### config.mk
export PLATFORM = sky130hd
export DESIGN_NAME = msg_dispatch
export DESIGN_NICKNAME = d
export VERILOG_FILES = /design/src/rtl/msg_dispatch.sv
export SDC_FILE = /design/constraint.sdc
export NUM_CORES = 1
export LEC_CHECK = 0
export BUFFER_PORTS_ARGS = -buffer_cell sky130_fd_sc_hd__buf_2
export CORE_AREA = 5 5 148 150
export CTS_CLUSTER_SIZE = 28
export DETAILED_ROUTE_END_ITERATION = 8
export DIE_AREA = 0 0 153 155
export GPL_ROUTABILITY_DRIVEN = 0
export PLACE_DENSITY = 0.78
export SLEW_MARGIN = 0
export SYNTH_ARGS = -nofsm -noshare
export SYNTH_HDL_FRONTEND = slang
export SYNTH_SLANG_ARGS = --single-unit
### constraint.sdc
create_clock -name clk -period 3.2 [get_ports clk]
set_input_delay 0.16 -clock clk [delete_from_list [all_inputs] [get_ports clk]]
set_output_delay 0.16 -clock clk [all_outputs]
set_load 0.02 [all_outputs]
### src/rtl/msg_dispatch.sv
module msg_dispatch #(
  parameter int W     = 16,
  parameter int IP_W  = 12,
  parameter int SLOTS = 2,
  parameter int LEN   = 4,
  localparam int SLOT_W = $clog2(SLOTS),
  localparam int LEN_W  = $clog2(LEN),
  localparam int MP_W   = 1 + SLOT_W + LEN_W
) (
  input  logic            clk,
  input  logic            rst_n,
  input  logic            in_valid,
  input  logic            in_prio,
  input  logic [W-1:0]    in_word,
  input  logic            in_tail,
  output logic [1:0]      in_ready,
  input  logic            suspend,
  input  logic            int_en,
  output logic            start,
  output logic            busy,
  output logic            run_prio,
  output logic [IP_W-1:0] ip,
  output logic [MP_W-1:0] mp,
  input  logic [MP_W-1:0] rd_addr,
  output logic [W-1:0]    rd_data
);
  localparam logic [SLOT_W:0] FULL  = SLOTS[SLOT_W:0];
  localparam logic [LEN_W:0]  LEN_L = LEN[LEN_W:0];

  logic [W-1:0]      mem [2**MP_W];
  logic [SLOT_W-1:0] wp [2];
  logic [SLOT_W-1:0] rp [2];
  logic [SLOT_W:0]   cnt [2];
  logic [LEN_W:0]    widx [2];
  logic [IP_W-1:0]   ip_r [2];
  logic [MP_W-1:0]   mp_r [2];
  logic              lo_act, hi_act, tgt, start_r;
  logic [1:0]        lat;

  logic acc, want_hi, want_lo;
  logic [1:0] push_t, pop_v;
  logic [MP_W-1:0] head_addr, wr_addr;

  assign in_ready  = {cnt[1] < FULL, cnt[0] < FULL};
  assign acc       = in_valid && in_ready[in_prio];
  assign push_t    = {acc && in_tail && in_prio, acc && in_tail && !in_prio};
  assign pop_v     = {suspend && hi_act, suspend && lo_act && !hi_act};
  assign want_hi   = (cnt[1] != '0) && !hi_act && (!lo_act || int_en);
  assign want_lo   = (cnt[0] != '0) && !lo_act && !hi_act;
  assign head_addr = {tgt, rp[tgt], {LEN_W{1'b0}}};
  assign wr_addr   = {in_prio, wp[in_prio], widx[in_prio][LEN_W-1:0]};

  assign start    = start_r;
  assign busy     = hi_act || lo_act;
  assign run_prio = hi_act;
  assign ip       = hi_act ? ip_r[1] : ip_r[0];
  assign mp       = hi_act ? mp_r[1] : mp_r[0];
  assign rd_data  = mem[rd_addr];

  always_ff @(posedge clk)
    if (acc && widx[in_prio] < LEN_L) mem[wr_addr] <= in_word;

  always_ff @(posedge clk) begin
    if (!rst_n) begin
      for (int p = 0; p < 2; p++) begin
        wp[p]   <= '0;
        rp[p]   <= '0;
        cnt[p]  <= '0;
        widx[p] <= '0;
        ip_r[p] <= '0;
        mp_r[p] <= '0;
      end
      lo_act  <= 1'b0;
      hi_act  <= 1'b0;
      tgt     <= 1'b0;
      lat     <= 2'd0;
      start_r <= 1'b0;
    end else begin
      start_r <= 1'b0;
      for (int p = 0; p < 2; p++) begin
        if (acc && (in_prio == p[0])) begin
          if (in_tail)                widx[p] <= '0;
          else if (widx[p] < LEN_L)   widx[p] <= widx[p] + 1'b1;
        end
        if (push_t[p]) wp[p] <= wp[p] + 1'b1;
        if (pop_v[p])  rp[p] <= rp[p] + 1'b1;
        case ({push_t[p], pop_v[p]})
          2'b10:   cnt[p] <= cnt[p] + 1'b1;
          2'b01:   cnt[p] <= cnt[p] - 1'b1;
          default: ;
        endcase
      end
      if (pop_v[1]) hi_act <= 1'b0;
      if (pop_v[0]) lo_act <= 1'b0;

      if (lat == 2'd0) begin
        if (want_hi) begin
          lat <= 2'd1;
          tgt <= 1'b1;
        end else if (want_lo) begin
          lat <= 2'd1;
          tgt <= 1'b0;
        end
      end else if (lat == 2'd2) begin
        lat          <= 2'd0;
        start_r      <= 1'b1;
        ip_r[tgt]    <= mem[head_addr][IP_W-1:0];
        mp_r[tgt]    <= head_addr;
        if (tgt) hi_act <= 1'b1;
        else     lo_act <= 1'b1;
      end else begin
        lat <= lat + 1'b1;
      end
    end
  end
endmodule


Yosys cells after proc, flatten, opt, wreduce, memory -nomap -nowiden
Memory sizes are Yosys's and may differ from the RTL's. A register that Yosys moved wholly into a read port is not among the register bits. Cells that the tools add are included.

Bits of input ports: 27. Bits in registers: 6. Memories kept: 7. Memory bits (writable): 298.

Reductions and logical operators: 26. Muxes and demuxes: 86. Bitwise gates (word level): 13. Add/sub/neg operators: 11. Equal/unequal tests: 6. Magnitude comparators: 6.

Memory list: mem (depth 16, width 16, read ports 2, clocked after memory_dff 0, write ports 1, RTL line 30) `logic [W-1:0] mem [2**MP_W];`; ip_r (depth 2, width 12, read ports 2, clocked after memory_dff 0, write ports 2, RTL line 35) `logic [IP_W-1:0] ip_r [2];`; widx (depth 2, width 3, read ports 3, clocked after memory_dff 0, write ports 2, RTL line 34) `logic [LEN_W:0] widx [2];`; cnt (depth 2, width 2, read ports 2, clocked after memory_dff 0, write ports 2, RTL line 33) `logic [SLOT_W:0] cnt [2];`; mp_r (depth 2, width 2, read ports 2, clocked after memory_dff 0, write ports 2, RTL line 36) `logic [MP_W-1:0] mp_r [2];`; rp (depth 2, width 1, read ports 3, clocked after memory_dff 1, write ports 2, RTL line 32) `logic [SLOT_W-1:0] rp [2];`; +1 memories.

Operator list (number): 1-bit 2-to-1 mux (70); 12-bit 2-to-1 mux (2); 2-bit 2-to-1 mux (9); 1-bit logical AND (14); 3-bit 2-to-1 mux (4); 1-bit OR (12); 12-bit OR reduction (1); 3-bit less-than comparator (second input constant) (3); 2-bit by 1-bit adder with 2-bit output (second input constant) (3); 3-bit by 1-bit adder with 3-bit output (second input constant) (2); 2-bit == test (second input constant) (3); 2-bit nonzero test (3); 1-bit adder (second input constant) (4); 2-bit by 1-bit == test with 1-bit output (second input constant) (2); 2-bit less-than comparator (second input constant) (2); 4-bit 2-to-1 mux (1); 2-bit by 1-bit subtractor with 2-bit output (second input constant) (2); 1-bit zero test (3); 3-bit != test (second input constant) (1); 2-bit zero test (1); 1-bit logical OR (2); 1-bit by 2-bit less-than comparator with 1-bit output (second input constant) (1); 2-bit AND reduction (1); 2-bit OR reduction (1); 1-bit NOT (1).

Longest topological paths before layout
Gate-level depths: netlist (run 1). An unclocked memory read counts as a cell.

Depth in word-level cells: 13. Gate-level depth with buffers: 6. Gate-level depth less buffers: 6.

Worst setup path after synthesis (run 1)
No wires, ideal clock.

Path kind: register to register. From: memory cnt[0][1] in the netlist's numbering. To: memory mem[0][0] (enable). Slack: 535 ps. Buffers on the path: 0. Data arrival time: 2256 ps. Clock period less this slack: 2665 ps. Cell stages (with the launch flop): 5. Required time: 2791 ps. Cell sequence: edfxtp_1 nor3_1 o21a_1 o21ai_0 nor3_1.

RTL lines (RTL line): start: declaration (33); end: declaration (30).

==> results of run 1 <==
==> sequential cells by signal (all words and copies together), names as in the netlist, 2 cells and up, named ones only <==
name and cells:
mem 256, ip_r 24, widx 6, cnt 4, mp_r 4, lat 2
rp 2, wp 2
==> how the worst min path moves through the flow <==
| stage | slack (ps) | endpoint |
|---|---|---|
| after floorplan | 260 | mem[0][0] |
| after global placement | 440 | lat[1] |
| after detailed placement | 480 | lat[1] |
| after CTS | 10 | mem[5][6] |
| after global routing | 10 | mem[8][6] |
| final | 20 | mem[5][6] |
==> repair_timing <==
action                     4_1_cts  5_1_grt
setup buffers                    0        0
hold buffers                    17        0
hold endpoints to repair       231        0
setup endpoints to repair        0        0
==> synth_stat cells (5+ instances only) <==
| master | instances | area share, % |
|---|---|---|
| nor2_1 | 29 | 0.90 |
| dfxtp_1 | 7 | 1.2 |
| mux4_2 | 54 | 10 |
| mux2_2 | 15 | 1.4 |
| buf_4 | 5 | 0.31 |
| clkbuf_1 | 12 | 0.37 |
| nand2b_1 | 7 | 0.36 |
| buf_1 | 5 | 0.15 |
| a21oi_1 | 28 | 1.2 |
| nor3_1 | 7 | 0.29 |
| a22oi_1 | 32 | 2.0 |
| buf_2 | 9 | 0.37 |
| edfxtp_1 | 298 | 74 |
| mux4_1 | 10 | 2.2 |
| nand2_1 | 84 | 2.6 |
| inv_1 | 6 | 0.19 |
| nand3_1 | 5 | 0.21 |
==> per-stage QoR <==
step	total power, µW	hold WS, ps	instance area (µm²)	utilization [%]	setup slack (ps)
floorplan	4890	259	12200	-	535
CTS	8240	13.3	13900	67.7	866
global route	8460	14.0	13900	67.7	713
detailed placement	5080	478	12900	62.5	887
finish	8190	23.7	13900	67.7	873
global placement	5060	443	12900	62.5	964
==> cell families (layout without fill, tap and decap cells) <==
family	count (synthesis)	in the layout	synth area share (%)
AO/OA/AOI/OAI	69	69	3.62
XOR/XNOR	4	4	0.288
adder cells (fa/ha/maj)	3	3	0.309
buffers and inverters	41	159	1.76
flip-flops	305	305	74.7
multiplexers	81	81	13.7
other	1	3	0.0308
AND/OR/NAND/NOR	152	152	5.55
==> power groups by stage <==
stage | combinational (µW) | sequential, µW | clock, µW
6_report | 536 | 4480 | 3170
5_1_grt | 578 | 4490 | 3390
3_3_place_gp | 502 | 4560 | 0
3_5_place_dp | 514 | 4570 | 0
4_1_cts | 538 | 4480 | 3220
2_1_floorplan | 338 | 4560 | 0
==> routing by layer <==
metal,vias up,global-route usage (%),routed length [µm]
met5,-,0,13
met4,2,6.28,713
met3,62,4.34,2680
met2,389,38.6,13400
met1,3370,31.7,10100
li1,2814,-,-
==> final cells by class <==
cell class	count	share of cell area, %
clock buffers	39	5.70
clock inverters	13	0.675
inverters	6	0.162
multi-input cells	312	20.8
flip-flops and latches	305	65.3
well taps	275	2.47
repair buffers	101	4.86
==> impl_results.md, run 1 <==
- Number of cells after detailed placement: 982
- Global-route wire length before repair: 41,200 µm
- Pwr dens: 589 nW/µm²
- Die height: 155 µm
- Starting Density: 59.2%
- Mean Syn Cell Area: 18.5 µm²
- Violation count after the first detailed-routing iteration: 782
- P&R area growth vs syn: 14.4%
- Total number of vias: 6,637
- Seq. cell area: 9090 µm²
- Worst hold path depth: 1
- Final total negative setup slack: 0 ps
- Ys async rst share: 0%
- Core area: 20,600 µm²
- Leakage power: 0.00477 µW
- Crit start category: input pin
- Drt wl/cell: 25.6 µm
- Sum of buffers and inverters on the critical path: 3
- Post-DRT Antenna Nets: 0
- Netlist area before placement: 12,200 µm²
- Post-synthesis register bit count: 305
- Slew of the pin with the lowest slew margin: 976 ps
- Switching share of power: 21.1%
- Fraction of layout cells with a size suffix above 1: 26.0%
- Crit path max fanout: 17
- Series of cell instances along the critical path: dlygate4sd3_1 -> buf_2 -> inv_1 -> nor3b_2 -> nand2b_1 -> nand2_1
- Path category of the worst min-delay check: in2reg
- Path depth of the worst reg2reg path: 5
- Post-CTS resize count: 0
- Total detailed-routing wirelength: 27,000 µm
- Worst R2R End: mem[4][2]
- I/O Pins: 64
- Sequential share of power: 54.8%
- Launch point of the worst reg-to-reg path: cnt[0][1]
- Sum of overflow across all layers after global routing: 0
- Sequential area share after synthesis: 74.7%
- Unrepaired setup endpoints after global routing: no
- Area taken by multi-input logic gates: 2890 µm²
- Net switching power: 1730 µW
- Hold Violations, Final: 0
- Top achievable clock speed: 0.430 GHz
- Initial antenna violation count: 1
- Gr usage total: 23.0%
- Gate count of the mapped netlist: 656
- Critical path class: in2reg
- Max stage delay on crit path: 660 ps
- Distinct cell type count after synthesis: 40
- Clock Sinks: 305
- Synth Warn #: 0
- Number of stages on the worst setup path: 6
- Number of synthesized flops with an enable pin: 298
- Maximum number of pins on one net before global-route repair: 41
- Largest buffer count on any clock path: 3
- Worst IR drop on VDD: 0.448 mV
- DIE AREA: 23,700 µm²
- Max_slew headroom: 35.0%
- Clock power share: 38.7%
- Count of non-filler cells in the finished layout: 1,051
- Leading register cell type out of synthesis: edfxtp_1
- Number of clock buffers inserted by TritonCTS: 29
- Reg2Reg Setup Slack: 1030 ps
- Final-report max-slew violation count: 0
- H-Tree Depth: 1
- Cell class contributing the biggest share of worst-path delay: simple AND/OR/NAND/NOR gates
- Period utilisation layout: 72.7%
- Status: completed
- Crit. Startpoint: rst_n
- Clk pin slew, worst setup/hold paths: 60 ps
- TritonCTS clock tree: yes
- Cell Int Power: 6460 µW
- Most common cell after layout, fill and taps aside: edfxtp_1
- Setup Skew: 12.9 ps
- Die width: 153 µm
- # Max-Cap Violations: 0
- Cell Rows: 53
- Number of nets in the finished design: 785
- Antenna cell count: 0
- Filler cells: 1,301
- Slowest stage cell on the critical path: nand2_1
- Worst skew pair latency: 550 ps
- Post-detailed-route via-to-cell ratio: 6.31
- Detailed placement HPWL: 15,800 µm
- Endpoints failing setup: 0
- Number of port buffers: 61
- Required time of the critical path: 3380 ps
- Arrival time reported for the critical path endpoint: 2510 ps
- Clock tree root driver cell: clkbuf_16
- Final critical path time including I/O delays and setup: 2330 ps
- Number of global-route vias before repair: 6,708
- CP Capture Type: flip-flop
- Start point of the worst min-delay path: in_word[6]
- Commonest cells after routing, fill and taps aside: edfxtp_1, nand2_1, buf_2
- First-pass DRT Iterations: 6
- Last element of the critical path: mp_r[0][1]
- Count of unresolved DRC violations after routing: 0
- Comb pwr share: 6.5%
No activity file was read; power rests on OpenSTA's default activity.
==> run 2: changes to the inputs <==
--- a/config.mk
+++ b/config.mk
@@ -6,12 +6,12 @@
 export NUM_CORES = 1
 export LEC_CHECK = 0
 export BUFFER_PORTS_ARGS = -buffer_cell sky130_fd_sc_hd__buf_2
-export CORE_AREA = 5 5 148 150
+export CORE_AREA = 5 5 155 157
 export CTS_CLUSTER_SIZE = 28
 export DETAILED_ROUTE_END_ITERATION = 8
-export DIE_AREA = 0 0 153 155
+export DIE_AREA = 0 0 160 162
 export GPL_ROUTABILITY_DRIVEN = 0
-export PLACE_DENSITY = 0.78
+export PLACE_DENSITY = 0.75
 export SLEW_MARGIN = 0
 export SYNTH_ARGS = -nofsm -noshare
 export SYNTH_HDL_FRONTEND = slang
==> constraint.sdc (replaced) <==
create_clock -name clk -period 2.1 [get_ports clk]
set_input_delay 0.105 -clock clk [delete_from_list [all_inputs] [get_ports clk]]
set_output_delay 0.105 -clock clk [all_outputs]
set_load 0.02 [all_outputs]
==> impl_results.md, run 2 (synthesized netlist as in run 1, its figures left out) <==
- Status: completed (unchanged)
- Violation count after the first detailed-routing iteration: 581 (was 782)
- Crit path max fanout: 1 (was 17)
- Fraction of layout cells with a size suffix above 1: 30.7% (was 26.0%)
- First-pass DRT Iterations: 5 (was 6)
- Last element of the critical path: rd_data[12] (was mp_r[0][1])
- Die height: 162 µm (was 155 µm)
- Launch point of the worst reg-to-reg path: cnt[1][1] (was cnt[0][1])
- Path category of the worst min-delay check: in2reg (unchanged)
- Leakage power: 0.00491 µW (was 0.00477 µW)
- Largest registers ranked by flip-flop count: mem (256), ip_r (24), widx (6) (unchanged)
- Unrepaired setup endpoints after global routing: yes (was no)
- Critical path class: reg2out (was in2reg)
- I/O Pins: 64 (unchanged)
- Worst skew pair latency: 540 ps (was 550 ps)
- Drt wl/cell: 25.1 µm (was 25.6 µm)
- Number of port buffers: 61 (unchanged)
- CP Capture Type: output port (was flip-flop)
- Max_slew headroom: 24.5% (was 35.0%)
- Count of unresolved DRC violations after routing: 0 (unchanged)
- Crit. Startpoint: mem[8][12] (was rst_n)
- Path depth of the worst reg2reg path: 5 (unchanged)
- TritonCTS clock tree: yes (unchanged)
- Worst IR drop on VDD: 0.685 mV (was 0.448 mV)
- Final-report max-slew violation count: 0 (unchanged)
- Number of global-route vias before repair: 6,958 (was 6,708)
- Most common cell after layout, fill and taps aside: edfxtp_1 (unchanged)
- Max reg flops: 256 (unchanged)
- Detailed placement HPWL: 16,400 µm (was 15,800 µm)
- Cell area after placement: 13,100 µm² (was 12,900 µm²)
- Overall power consumption: 12,800 µW (was 8190 µW)
- Required time of the critical path: 2000 ps (was 3380 ps)
- Antenna cell count: 0 (unchanged)
- Arrival time reported for the critical path endpoint: 1980 ps (was 2510 ps)
- Number of nets in the finished design: 807 (was 785)
- Core area: 22,400 µm² (was 20,600 µm²)
- Maximum number of pins on one net before global-route repair: 65 (was 41)
- Clk pin slew, worst setup/hold paths: 70 ps (was 60 ps)
- Period utilisation layout: 99.2%
- Post-DRT Antenna Nets: 0 (unchanged)
- Worst R2R End: mem[4][15] (was mem[4][2])
- Clock Sinks: 305 (unchanged)
- Filler cells: 1,508 (was 1,301)
- Die width: 160 µm (was 153 µm)
- Clock tree root driver cell: clkbuf_16 (unchanged)
- Pwr dens: 895 nW/µm² (was 589 nW/µm²)
- Top achievable clock speed: 0.480 GHz
- Number of clock buffers inserted by TritonCTS: 29 (unchanged)
- Final critical path time including I/O delays and setup: 2080 ps
- Endpoints failing setup: 0 (unchanged)
- Commonest cells after routing, fill and taps aside: edfxtp_1, nand2_1, mux4_2, buf_2, buf_4 (was edfxtp_1, nand2_1, buf_2)
- Post-detailed-route via-to-cell ratio: 6.11 (was 6.31)
- Cell Rows: 55 (was 53)
- Global-route wire length before repair: 42,100 µm (was 41,200 µm)
- # Max-Cap Violations: 0 (unchanged)
- Largest buffer count on any clock path: 3 (unchanged)
- Initial antenna violation count: 0 (was 1)
- Total number of vias: 6,609 (was 6,637)
- Hold Violations, Final: 0 (unchanged)
- Starting Density: 54.4% (was 59.2%)
- Slew of the pin with the lowest slew margin: 1130 ps (was 976 ps)
- Sum of overflow across all layers after global routing: 0 (unchanged)
- Setup Skew: 10.1 ps (was 12.9 ps)
- DIE AREA: 25,900 µm² (was 23,700 µm²)
- Finished layout cell area: 14,300 µm² (was 13,900 µm²)
- H-Tree Depth: 1 (unchanged)
- Reg2Reg Setup Slack: 80 ps (was 1030 ps)
- Gr usage total: 21.3% (was 23.0%)
- Register containing the most flip-flops in the final layout: mem (unchanged)
- Crit start category: flip-flop (was input pin)
- Total detailed-routing wirelength: 27,100 µm (was 27,000 µm)
- P&R area growth vs syn: 17.5% (was 14.4%)
==> run 2: cell types whose count changed in the layout (fill, tap and decap cells not counted), sizes merged <==
cell,change
buf,+20
clkbuf,-5
bufinv,+2
clkinv,+2
dlygate4sd3,+2
==> run 2: area by class of cell <==
type / count / area, µm² / area share [%]
multi-input cells: 312 / 2940 / 20.6
repair buffers: 123 / 965 / 6.75
flip-flops and latches: 305 / 9090 / 63.6
clock buffers: 34 / 744 / 5.21
inverters: 6 / 22.5 / 0.158
clock inverters: 17 / 174 / 1.22
well taps: 285 / 357 / 2.49
==> run 2: what timing repair did <==
| item | CTS | global route |
|---|---|---|
| setup endpoints to repair | 8 | 107 |
| endpoints found under the hold margin | 266 | 0 |
| pin swaps | 3 | 5 |
| hold buffers | 19 | 0 |
| resized for setup | 10 | 10 |
| buffers inserted | 0 | 2 |
==> run 2: worst max-delay path, cell delays in order, from the launching register on <==
cell and delay (ps):
edfxtp_1 410, mux4_2 480, a22oi_2 280, nand2_2 110, buf_6 150
==> run 2: how the worst min path moves through the flow <==
stage | from | to | slack (ps) | depth (start not counted)
after floorplan | in_word[0] | mem[0][0] | 200 | 0
after global placement | rst_n | tgt | 430 | 3
after detailed placement | suspend | run_prio | 460 | 3
after CTS | in_valid | wp[1] | 10 | 3
after global routing | in_valid | wp[0] | 50 | 3
final | in_valid | wp[1] | 20 | 3
==> run 2: layer usage <==
layer  vias to the layer above  GRT usage, %  wire length, µm
met5                         -             0                0
met2                       315          36.2            13900
met1                      3398          29.8            10600
li1                       2854             -                -
met3                        42          3.22             2160
met4                         0          4.89              531
==> run 2: power breakdown <==
part,total (µW),internal [µW],switching [µW],leakage (µW)
clock,5080,2910,2180,0.000448
combinational,885,342,543,0.00166
sequential,6830,6780,51.7,0.00280
total,12800,10000,2770,0.00491
==> run 2: metrics by stage <==
step	TNS, ps	hold WS, ps	std cells	util (%)	setup WS [ps]
after global routing	-344	54.3	1082	63.9	-37.5
after global placement	0	427	1010	58.7	120
after detailed placement	0	462	1010	58.7	21.3
after floorplan	-16130	204	658	-	-151
final	0	22.9	1082	63.9	15.8
after CTS	0	14.4	1080	63.7	1.22
